`config.mk`:
```
export PLATFORM = sky130hd
export DESIGN_NAME = opmode_stepper
export DESIGN_NICKNAME = d
export VERILOG_FILES = /design/src/rtl/opmode_pkg.sv /design/src/rtl/opmode_target_reg.sv /design/src/rtl/opmode_ack_capture.sv /design/src/rtl/opmode_step_calc.sv /design/src/rtl/opmode_seq_fsm.sv /design/src/rtl/opmode_stepper.sv
export SDC_FILE = /design/constraint.sdc
export NUM_CORES = 1
export LEC_CHECK = 0
export ABC_CLOCK_PERIOD_IN_PS = 3900
export CAP_MARGIN = 20
export CORE_AREA = 2 2 39 41
export CTS_CLUSTER_DIAMETER = 100
export DETAILED_ROUTE_END_ITERATION = 12
export DIE_AREA = 0 0 41 43
export MAX_ROUTING_LAYER = met4
export SYNTH_ARGS = -nofsm -noshare
export SYNTH_HDL_FRONTEND = slang
export SYNTH_SLANG_ARGS = --single-unit
```
`constraint.sdc`:
```
create_clock -name clk -period 3.9 [get_ports clk]
set_input_delay 0.78 -clock clk [delete_from_list [all_inputs] [get_ports clk]]
set_output_delay 0.78 -clock clk [all_outputs]
set_load 0.005 [all_outputs]
```
`src/rtl/opmode_pkg.sv`:
```
package opmode_pkg;

    localparam int MODE_W = 2;
    localparam logic [MODE_W-1:0] MODE_ONE = {{(MODE_W-1){1'b0}}, 1'b1};

    // Chain order: adjacent codes are adjacent modes.
    typedef enum logic [MODE_W-1:0] {
        MODE_PD_ACT = 2'd0,
        MODE_ACT    = 2'd1,
        MODE_LP     = 2'd2,
        MODE_PD_LP  = 2'd3
    } mode_e;

    typedef enum logic {
        SEQ_IDLE     = 1'b0,
        SEQ_WAIT_ACK = 1'b1
    } seq_state_e;

    localparam mode_e RESET_MODE = MODE_ACT;

    function automatic logic mode_is_lowcur(mode_e m);
        return (m == MODE_PD_ACT) || (m == MODE_PD_LP);
    endfunction

endpackage

```
`src/rtl/opmode_target_reg.sv`:
```
module opmode_target_reg
    import opmode_pkg::*;
(
    input  logic  clk,
    input  logic  rst_n,
    input  logic  wr_en,
    input  mode_e wr_mode,
    output mode_e target
);

    always_ff @(posedge clk) begin
        if (!rst_n) begin
            target <= RESET_MODE;
        end else if (wr_en) begin
            target <= wr_mode;
        end
    end

endmodule

```
`src/rtl/opmode_ack_capture.sv`:
```
module opmode_ack_capture
    import opmode_pkg::*;
(
    input  logic  clk,
    input  logic  rst_n,
    input  mode_e ack_in,
    output mode_e cur
);

    always_ff @(posedge clk) begin
        if (!rst_n) begin
            cur <= RESET_MODE;
        end else begin
            cur <= ack_in;
        end
    end

endmodule

```
`src/rtl/opmode_step_calc.sv`:
```
module opmode_step_calc
    import opmode_pkg::*;
(
    input  mode_e req,
    input  mode_e target,
    output logic  need_step,
    output mode_e step_mode
);

    logic [MODE_W-1:0] up_code;
    logic [MODE_W-1:0] dn_code;

    assign up_code   = req + MODE_ONE;
    assign dn_code   = req - MODE_ONE;
    assign need_step = (req != target);
    assign step_mode = (target > req) ? mode_e'(up_code) : mode_e'(dn_code);

endmodule

```
`src/rtl/opmode_seq_fsm.sv`:
```
module opmode_seq_fsm
    import opmode_pkg::*;
(
    input  logic  clk,
    input  logic  rst_n,
    input  logic  need_step,
    input  mode_e step_mode,
    input  mode_e cur,
    output mode_e req,
    output seq_state_e state
);

    seq_state_e state_nx;
    logic       hop_acked;
    logic       issue_hop;

    assign hop_acked = (cur == req);
    assign issue_hop = (state == SEQ_IDLE) && need_step;

    // Next-state logic
    always_comb begin
        state_nx = state;
        unique case (state)
            SEQ_IDLE: begin
                if (need_step) begin
                    state_nx = SEQ_WAIT_ACK;   // issue hop
                end
            end
            SEQ_WAIT_ACK: begin
                if (hop_acked) begin
                    state_nx = SEQ_IDLE;       // hop acknowledged
                end
            end
        endcase
    end

    // State register
    always_ff @(posedge clk) begin
        if (!rst_n) begin
            state <= SEQ_IDLE;
        end else begin
            state <= state_nx;
        end
    end

    // Output register: the request moves only on an issued hop
    always_ff @(posedge clk) begin
        if (!rst_n) begin
            req <= RESET_MODE;
        end else if (issue_hop) begin
            req <= step_mode;
        end
    end

endmodule

```
`src/rtl/opmode_stepper.sv`:
```
module opmode_stepper
    import opmode_pkg::*;
(
    input  logic              clk,
    input  logic              rst_n,
    input  logic              tgt_wr,
    input  logic [MODE_W-1:0] tgt_mode,
    input  logic [MODE_W-1:0] pm_ack_mode,
    output logic [MODE_W-1:0] pm_req_mode,
    output logic              supply_low_req,
    output logic              restricted,
    output logic              busy,
    output logic [MODE_W-1:0] cur_mode
);

    mode_e      target_q;
    mode_e      cur_q;
    mode_e      req_q;
    mode_e      step_mode;
    logic       need_step;
    seq_state_e seq_state;

    opmode_target_reg u_target (
        .clk     (clk),
        .rst_n   (rst_n),
        .wr_en   (tgt_wr),
        .wr_mode (mode_e'(tgt_mode)),
        .target  (target_q)
    );

    opmode_ack_capture u_ack (
        .clk    (clk),
        .rst_n  (rst_n),
        .ack_in (mode_e'(pm_ack_mode)),
        .cur    (cur_q)
    );

    opmode_step_calc u_step (
        .req       (req_q),
        .target    (target_q),
        .need_step (need_step),
        .step_mode (step_mode)
    );

    opmode_seq_fsm u_fsm (
        .clk       (clk),
        .rst_n     (rst_n),
        .need_step (need_step),
        .step_mode (step_mode),
        .cur       (cur_q),
        .req       (req_q),
        .state     (seq_state)
    );

    assign pm_req_mode    = req_q;
    assign cur_mode       = cur_q;
    assign supply_low_req = mode_is_lowcur(req_q);
    assign restricted     = mode_is_lowcur(cur_q);
    assign busy           = (req_q != cur_q) || (req_q != target_q);

endmodule

```
==> flow_metrics.tcl, run 1 <==
set metrics [dict create \
    start_util_pct 23.8 \
    rsz0062_at_grt "false" \
    grt_pass1_vias 254 \
    cap_violations 0 \
    fin_nets 62 \
    crit_required_ns 3.12 \
    die_area_mm2 0.00176 \
    io_pins 14 \
    syn-instance-count 35 \
    hold_path.class "reg2reg" \
    power_density_mw_per_mm2 654 \
    port_buffers 13 \
    yosys.area.top_type "dfxtp_1" \
    cts.repair.resized 0 \
    status "finished, final reports clean" \
    leakagePower_nw 0.202 \
    timing.hold.ws_ns 0.495 \
    cp_slowest_stage_delay_ns 0.50 \
    cp-start-kind "flop" \
    fmax_mhz 407 \
    grt.overflow.total 0 \
    utilization_pct 36.5 \
    fp.dieW_um 41 \
    synth_enable_flop_cells 0 \
    clk_path_buf_depth 2 \
    antenna_cells 0 \
    numCtsBuffers 3 \
    slew_headroom_pct 80.4 \
    yosysWarnings 0 \
    hpwl_um 491 \
    synth_common_cells "7 x dfxtp_1, 5 x nand2_1, 5 x xnor2_1" \
    path_clk_slew_ns 0.05 \
    yosysSeqAreaShare_pct 42.6 \
    multi_input_area_um2 181 \
    dieHeight_um 43 \
    synth.avg_cell_area_um2 9.40 \
    drcViolationCount 0 \
    post_cts_buffers 0 \
    num_vias 292 \
    ys_types 15 \
    cp_max_fo 5 \
    synth_top_area_share_pct 42.6 \
    cts_hold_buf 0 \
    wl_per_cell_um 9.26 \
    antenna_found_initial 0 \
    synth_ff_type "dfxtp_1" \
    fin_setup_tns_ns 0 \
    netlist_area_um2 329 \
    wl_um 630 \
    crit_chain "inv_1, ha_1, nand4_1, clkdlybuf4s50_1" \
    path_delay_family "buffers and inverters" \
    core_mm2 0.00138 \
    p_total_mw 0.331 \
    fin_ws_ns 1.44 \
    maxSlewViolCount 0 \
    worstSetupPathType "reg2out" \
    grt.total_usage_pct 8.96 \
    fin_area_um2 505 \
    slowest_stage "clkdlybuf4s50_1" \
    clock-sinks 7 \
    cts_tree "done" \
    yosysMostFrequentCell "dfxtp_1" \
    syn_nets 44 \
    drive_gt1_share_pct 5.77 \
    fin_crit_sh_pct 63.1 \
    vias_per_cell 4.29 \
    worstSkewPairLatency_ns 0.25 \
    layout_min_cycle_time_ns 2.46 \
    gp_congestion 0.705 \
    yosys-top-cells-area "dfxtp_1 43%, xnor2_1 13%, ha_1 7.6%, mux2i_1 6.1%, nand2_1 5.7%" \
    placed_area_um2 479 \
    setup_viol 0 \
    worstMarginPinSlew_ns 0.294 \
    finClkSkew_ns 0.00622 \
    instances_no_fill 68 \
    first_pass_iters 2 \
    grt_first_pass_wirelength_um 986 \
    crit_buf_inv 2 \
    std_cell_rows 14 \
    drt_iter0_markers 3 \
    clockRootBuffer "clkbuf_4" \
    dp_cells 64 \
    area_delta_synth_final_pct 53.6 \
    hold_viol 0 \
    crit_path_end_kind "primary output" \
    crit_arrival_ns 1.68 \
    grt_max_degree 9 \
    htreeDepth 1 \
    ant_nets 0 \
    pre_cts_slack_ns 1.71 \
    ff_latch_area_um2 140 \
    synth-seq-cells 7 \
    synthArstFlopShare_pct 0 \
    ir_worst_vdd_mv 0.300 \
    nFillCells 144 \
]
==> cell type report <==
type	instances	area share, %
multi-input cells	26	35.9
inverters	2	1.49
clock buffers	4	5.20
flip-flops and latches	7	27.7
repair buffers	13	25.7
well taps	16	3.96
==> routing by layer <==
layer	vias up	wire (um)	part of all wire (%)	global-route usage, %
met5	-	0	0	-
met4	0	14	2.2	4.00
met3	2	41	6.5	6.28
met2	9	305	48	12.5
met1	131	267	42	9.35
li1	150	-	-	-
==> logic make-up after synthesis <==
logic type	count (synthesis)	synth area share, %
buffers and inverters	2	2.28
adders and majority gates	2	7.60
xor gates and xnor gates	5	13.3
and+or+nand+nor	12	19.0
DFF	7	42.6
muxes	2	6.08
AOI/OAI and AO/OA	5	9.13
==> placed cells by master (no fill, tap or decap), drive strengths merged <==
cell type / netlist / layout
nand2: 5 / 5
xnor2: 5 / 5
nand2b: 1 / 1
o211ai: 1 / 1
and2: 1 / 1
nor2b: 3 / 3
inv: 2 / 2
or3: 1 / 1
a21oi: 2 / 2
o21ai: 1 / 1
clkdlybuf4s50: 0 / 13
nand4: 1 / 1
mux2i: 2 / 2
dfxtp: 7 / 7
ha: 2 / 2
a21boi: 1 / 1
clkbuf: 0 / 4
==> state kept, by name (all words and copies together), names as in the netlist <==
signal and cells:
u_target.target 2, u_fsm.req 2, u_ack.cur 2, u_fsm.state 1
==> power breakdown <==
part           leakage, nW  internal, mW  switching (mW)  total, mW
logic                0.129        0.0974          0.0580      0.155
registers           0.0582        0.0884          0.0204      0.109
clock network       0.0150        0.0391          0.0274     0.0664
==> tightest hold or removal path, stage by stage, from the launching register on <==
cell and delay (ns):
dfxtp_1 0.29, inv_1 0.07, o211ai_1 0.08
==> path summary, 6_finish.rpt <==
| check | from | endpoint | slack, ns | cells past startpoint |
|---|---|---|---|---|
| worst max-delay path | u_fsm.req[1]$_SDFFE_PN0P_ | busy | 1.44 | 4 |
| worst max register to register | u_fsm.req[1]$_SDFFE_PN0P_ | u_fsm.req[1]$_SDFFE_PN0P_ | 2.17 | 6 |
| worst min register to register | u_target.target[0]$_SDFFE_PN1P_ | u_target.target[0]$_SDFFE_PN1P_ | 0.49 | 2 |
| worst min-delay path | u_target.target[0]$_SDFFE_PN1P_ | u_target.target[0]$_SDFFE_PN1P_ | 0.49 | 2 |
Note: power is estimated with default switching activity, not from simulation.
==> run 2: changes to the inputs <==
--- a/config.mk
+++ b/config.mk
@@ -5,7 +5,7 @@
 export SDC_FILE = /design/constraint.sdc
 export NUM_CORES = 1
 export LEC_CHECK = 0
-export ABC_CLOCK_PERIOD_IN_PS = 3900
+export ABC_CLOCK_PERIOD_IN_PS = 2550
 export CAP_MARGIN = 20
 export CORE_AREA = 2 2 39 41
 export CTS_CLUSTER_DIAMETER = 100
==> constraint.sdc (replaced) <==
create_clock -name clk -period 2.55 [get_ports clk]
set_input_delay 0.51 -clock clk [delete_from_list [all_inputs] [get_ports clk]]
set_output_delay 0.51 -clock clk [all_outputs]
set_load 0.005 [all_outputs]
==> results of run 2 <==
Same layout as run 1 (identical final DEF). Status: finished, final reports clean.
Among the figures that moved: setup slack after placement 1.71 ns -> 0.627 ns; setup slack after layout 1.44 ns -> 0.360 ns; register-to-register setup slack 2.17 ns -> 0.82 ns; total power 0.331 mW -> 0.506 mW; worst IR drop on VDD 0.300 mV -> 0.459 mV
==> run 3: changes to the inputs <==
--- a/config.mk
+++ b/config.mk
@@ -7,10 +7,10 @@
 export LEC_CHECK = 0
 export ABC_CLOCK_PERIOD_IN_PS = 2550
 export CAP_MARGIN = 20
-export CORE_AREA = 2 2 39 41
+export CORE_AREA = 5 5 42 44
 export CTS_CLUSTER_DIAMETER = 100
 export DETAILED_ROUTE_END_ITERATION = 12
-export DIE_AREA = 0 0 41 43
+export DIE_AREA = 0 0 47 49
 export MAX_ROUTING_LAYER = met4
 export SYNTH_ARGS = -nofsm -noshare
 export SYNTH_HDL_FRONTEND = slang
==> flow_metrics.tcl, run 3 (synthesis results as in run 1) <==
set metrics [dict create \
    status "finished, final reports clean" \
    dieHeight_um 49 \
    die_area_mm2 0.00230 \
    top_regs "u_ack.cur (2), u_fsm.req (2), u_target.target (2)" \
    pwr-share-seq_pct 33.1 \
    timing.hold.ws_ns 0.498 \
    maxSlewViolCount 0 \
    worstMarginPinSlew_ns 0.279 \
    fin_area_um2 505 \
    ir_worst_vdd_mv 0.382 \
    cap_violations 0 \
    crit_arrival_ns 1.66 \
    clk_path_buf_depth 2 \
    antenna_found_initial 0 \
    hpwl_um 533 \
    fin_ws_ns 0.385 \
    worstSkewPairLatency_ns 0.25 \
    start_util_pct 23.5 \
    crit_path_end_kind "primary output" \
    crit_required_ns 2.04 \
    slew_headroom_pct 81.4 \
    switching_share_pct 31.4 \
    mostFrequentLayoutCells "13 x clkdlybuf4s50_1, 7 x dfxtp_1, 5 x xnor2_1, 5 x nand2_1" \
    cp-start-kind "flop" \
    rsz0062_at_grt "false" \
    ant_nets 0 \
    cp_slowest_stage_delay_ns 0.50 \
    wl_per_cell_um 9.49 \
    gp_congestion 0.689 \
    layout_min_cycle_time_ns 2.17 \
    slowest_stage "clkdlybuf4s50_1" \
    fmax_mhz 462 \
    worstSetupPathType "reg2out" \
    power_density_mw_per_mm2 990 \
    num_vias 286 \
    p_clk_share_pct 19.9 \
    crit_chain "inv_1, ha_1, nand4_1, clkdlybuf4s50_1" \
    final_common_cell "clkdlybuf4s50_1" \
    fin_nets 62 \
    cts_hold_buf 0 \
    post_cts_buffers 0 \
    grt_max_degree 9 \
    io_pins 14 \
    fin_setup_tns_ns 0 \
    antenna_cells 0 \
    drt_iter0_markers 3 \
    leakagePower_nw 0.202 \
    cts.repair.resized 0 \
    numCtsBuffers 3 \
    cts_tree "done" \
    grt.overflow.total 0 \
    drive_gt1_share_pct 5.77 \
    grt_pass1_vias 263 \
    clockRootBuffer "clkbuf_4" \
    fin_crit_sh_pct 84.9 \
    setup_viol 0 \
    core_mm2 0.00140 \
    first_pass_iters 2 \
    placed_area_um2 479 \
    clock-sinks 7 \
    hold_path.class "reg2reg" \
    htreeDepth 1 \
    path_clk_slew_ns 0.05 \
    vias_per_cell 4.21 \
    cp_max_fo 5 \
    intPower_mw 0.344 \
    hold_viol 0 \
    grt.total_usage_pct 7.10 \
    std_cell_rows 14 \
    switchingPower_mw 0.157 \
    wl_um 645 \
    drcViolationCount 0 \
    area_delta_synth_final_pct 53.6 \
    finClkSkew_ns 0.00524 \
    grt_first_pass_wirelength_um 1090 \
    pre_cts_slack_ns 0.638 \
    port_buffers 13 \
    pwr-share-comb_pct 47.0 \
    fp.dieW_um 47 \
]
## run 3: cell counts in the layout (fill, tap and decap cells not counted)
Identical to the previous run, type by type.
## run 3: cell type report
class                   count  area, um^2
clock buffers               4        26.3
fillers                   155         896
inverters                   2        7.51
multi-input cells          26         181
flip-flops and latches      7         140
well taps                  16        20.0
repair buffers             13         130
## run 3: worst max-delay path: cells and delay by family, from the launching register on
kind                     cells  cell delay (ns)
buffers and inverters        2             0.58
flip-flops                   1             0.41
adder cells (fa/ha/maj)      1             0.32
AND/OR/NAND/NOR              1             0.08
## run 3: power by group through the flow
| stage | combinational, mW | clock [mW] | sequential (mW) |
|---|---|---|---|
| floorplan | 0.134 | 0 | 0.165 |
| global placement | 0.240 | 0 | 0.168 |
| detailed placement | 0.240 | 0 | 0.169 |
| CTS | 0.241 | 0.105 | 0.167 |
| global route | 0.266 | 0.109 | 0.170 |
| finish | 0.235 | 0.0998 | 0.166 |
## run 3: routing by layer
metal	GRT usage, %	vias to the layer above	routed length, um
met1	7.76	123	263
met2	9.50	9	331
met5	-	-	0
met4	6.91	0	23
met3	2.21	2	28
li1	-	152	-
## run 3: stage by stage
stage	util, %	instances	total power, mW
finish	36.1	68	0.501
global route	36.1	68	0.545
CTS	36.1	68	0.513
detailed placement	34.2	64	0.409
global placement	34.2	64	0.408
floorplan	-	35	0.299
## run 3: worst paths after layout
check	from	endpoint	slack (ns)	cells past startpoint
worst max-delay path	u_fsm.req[1]$_SDFFE_PN0P_	busy	0.38	4
worst min-delay path	u_target.target[0]$_SDFFE_PN1P_	u_target.target[0]$_SDFFE_PN1P_	0.50	2
worst max register to register	u_fsm.req[1]$_SDFFE_PN0P_	u_fsm.req[1]$_SDFFE_PN0P_	0.86	6
worst min register to register	u_target.target[0]$_SDFFE_PN1P_	u_target.target[0]$_SDFFE_PN1P_	0.50	2
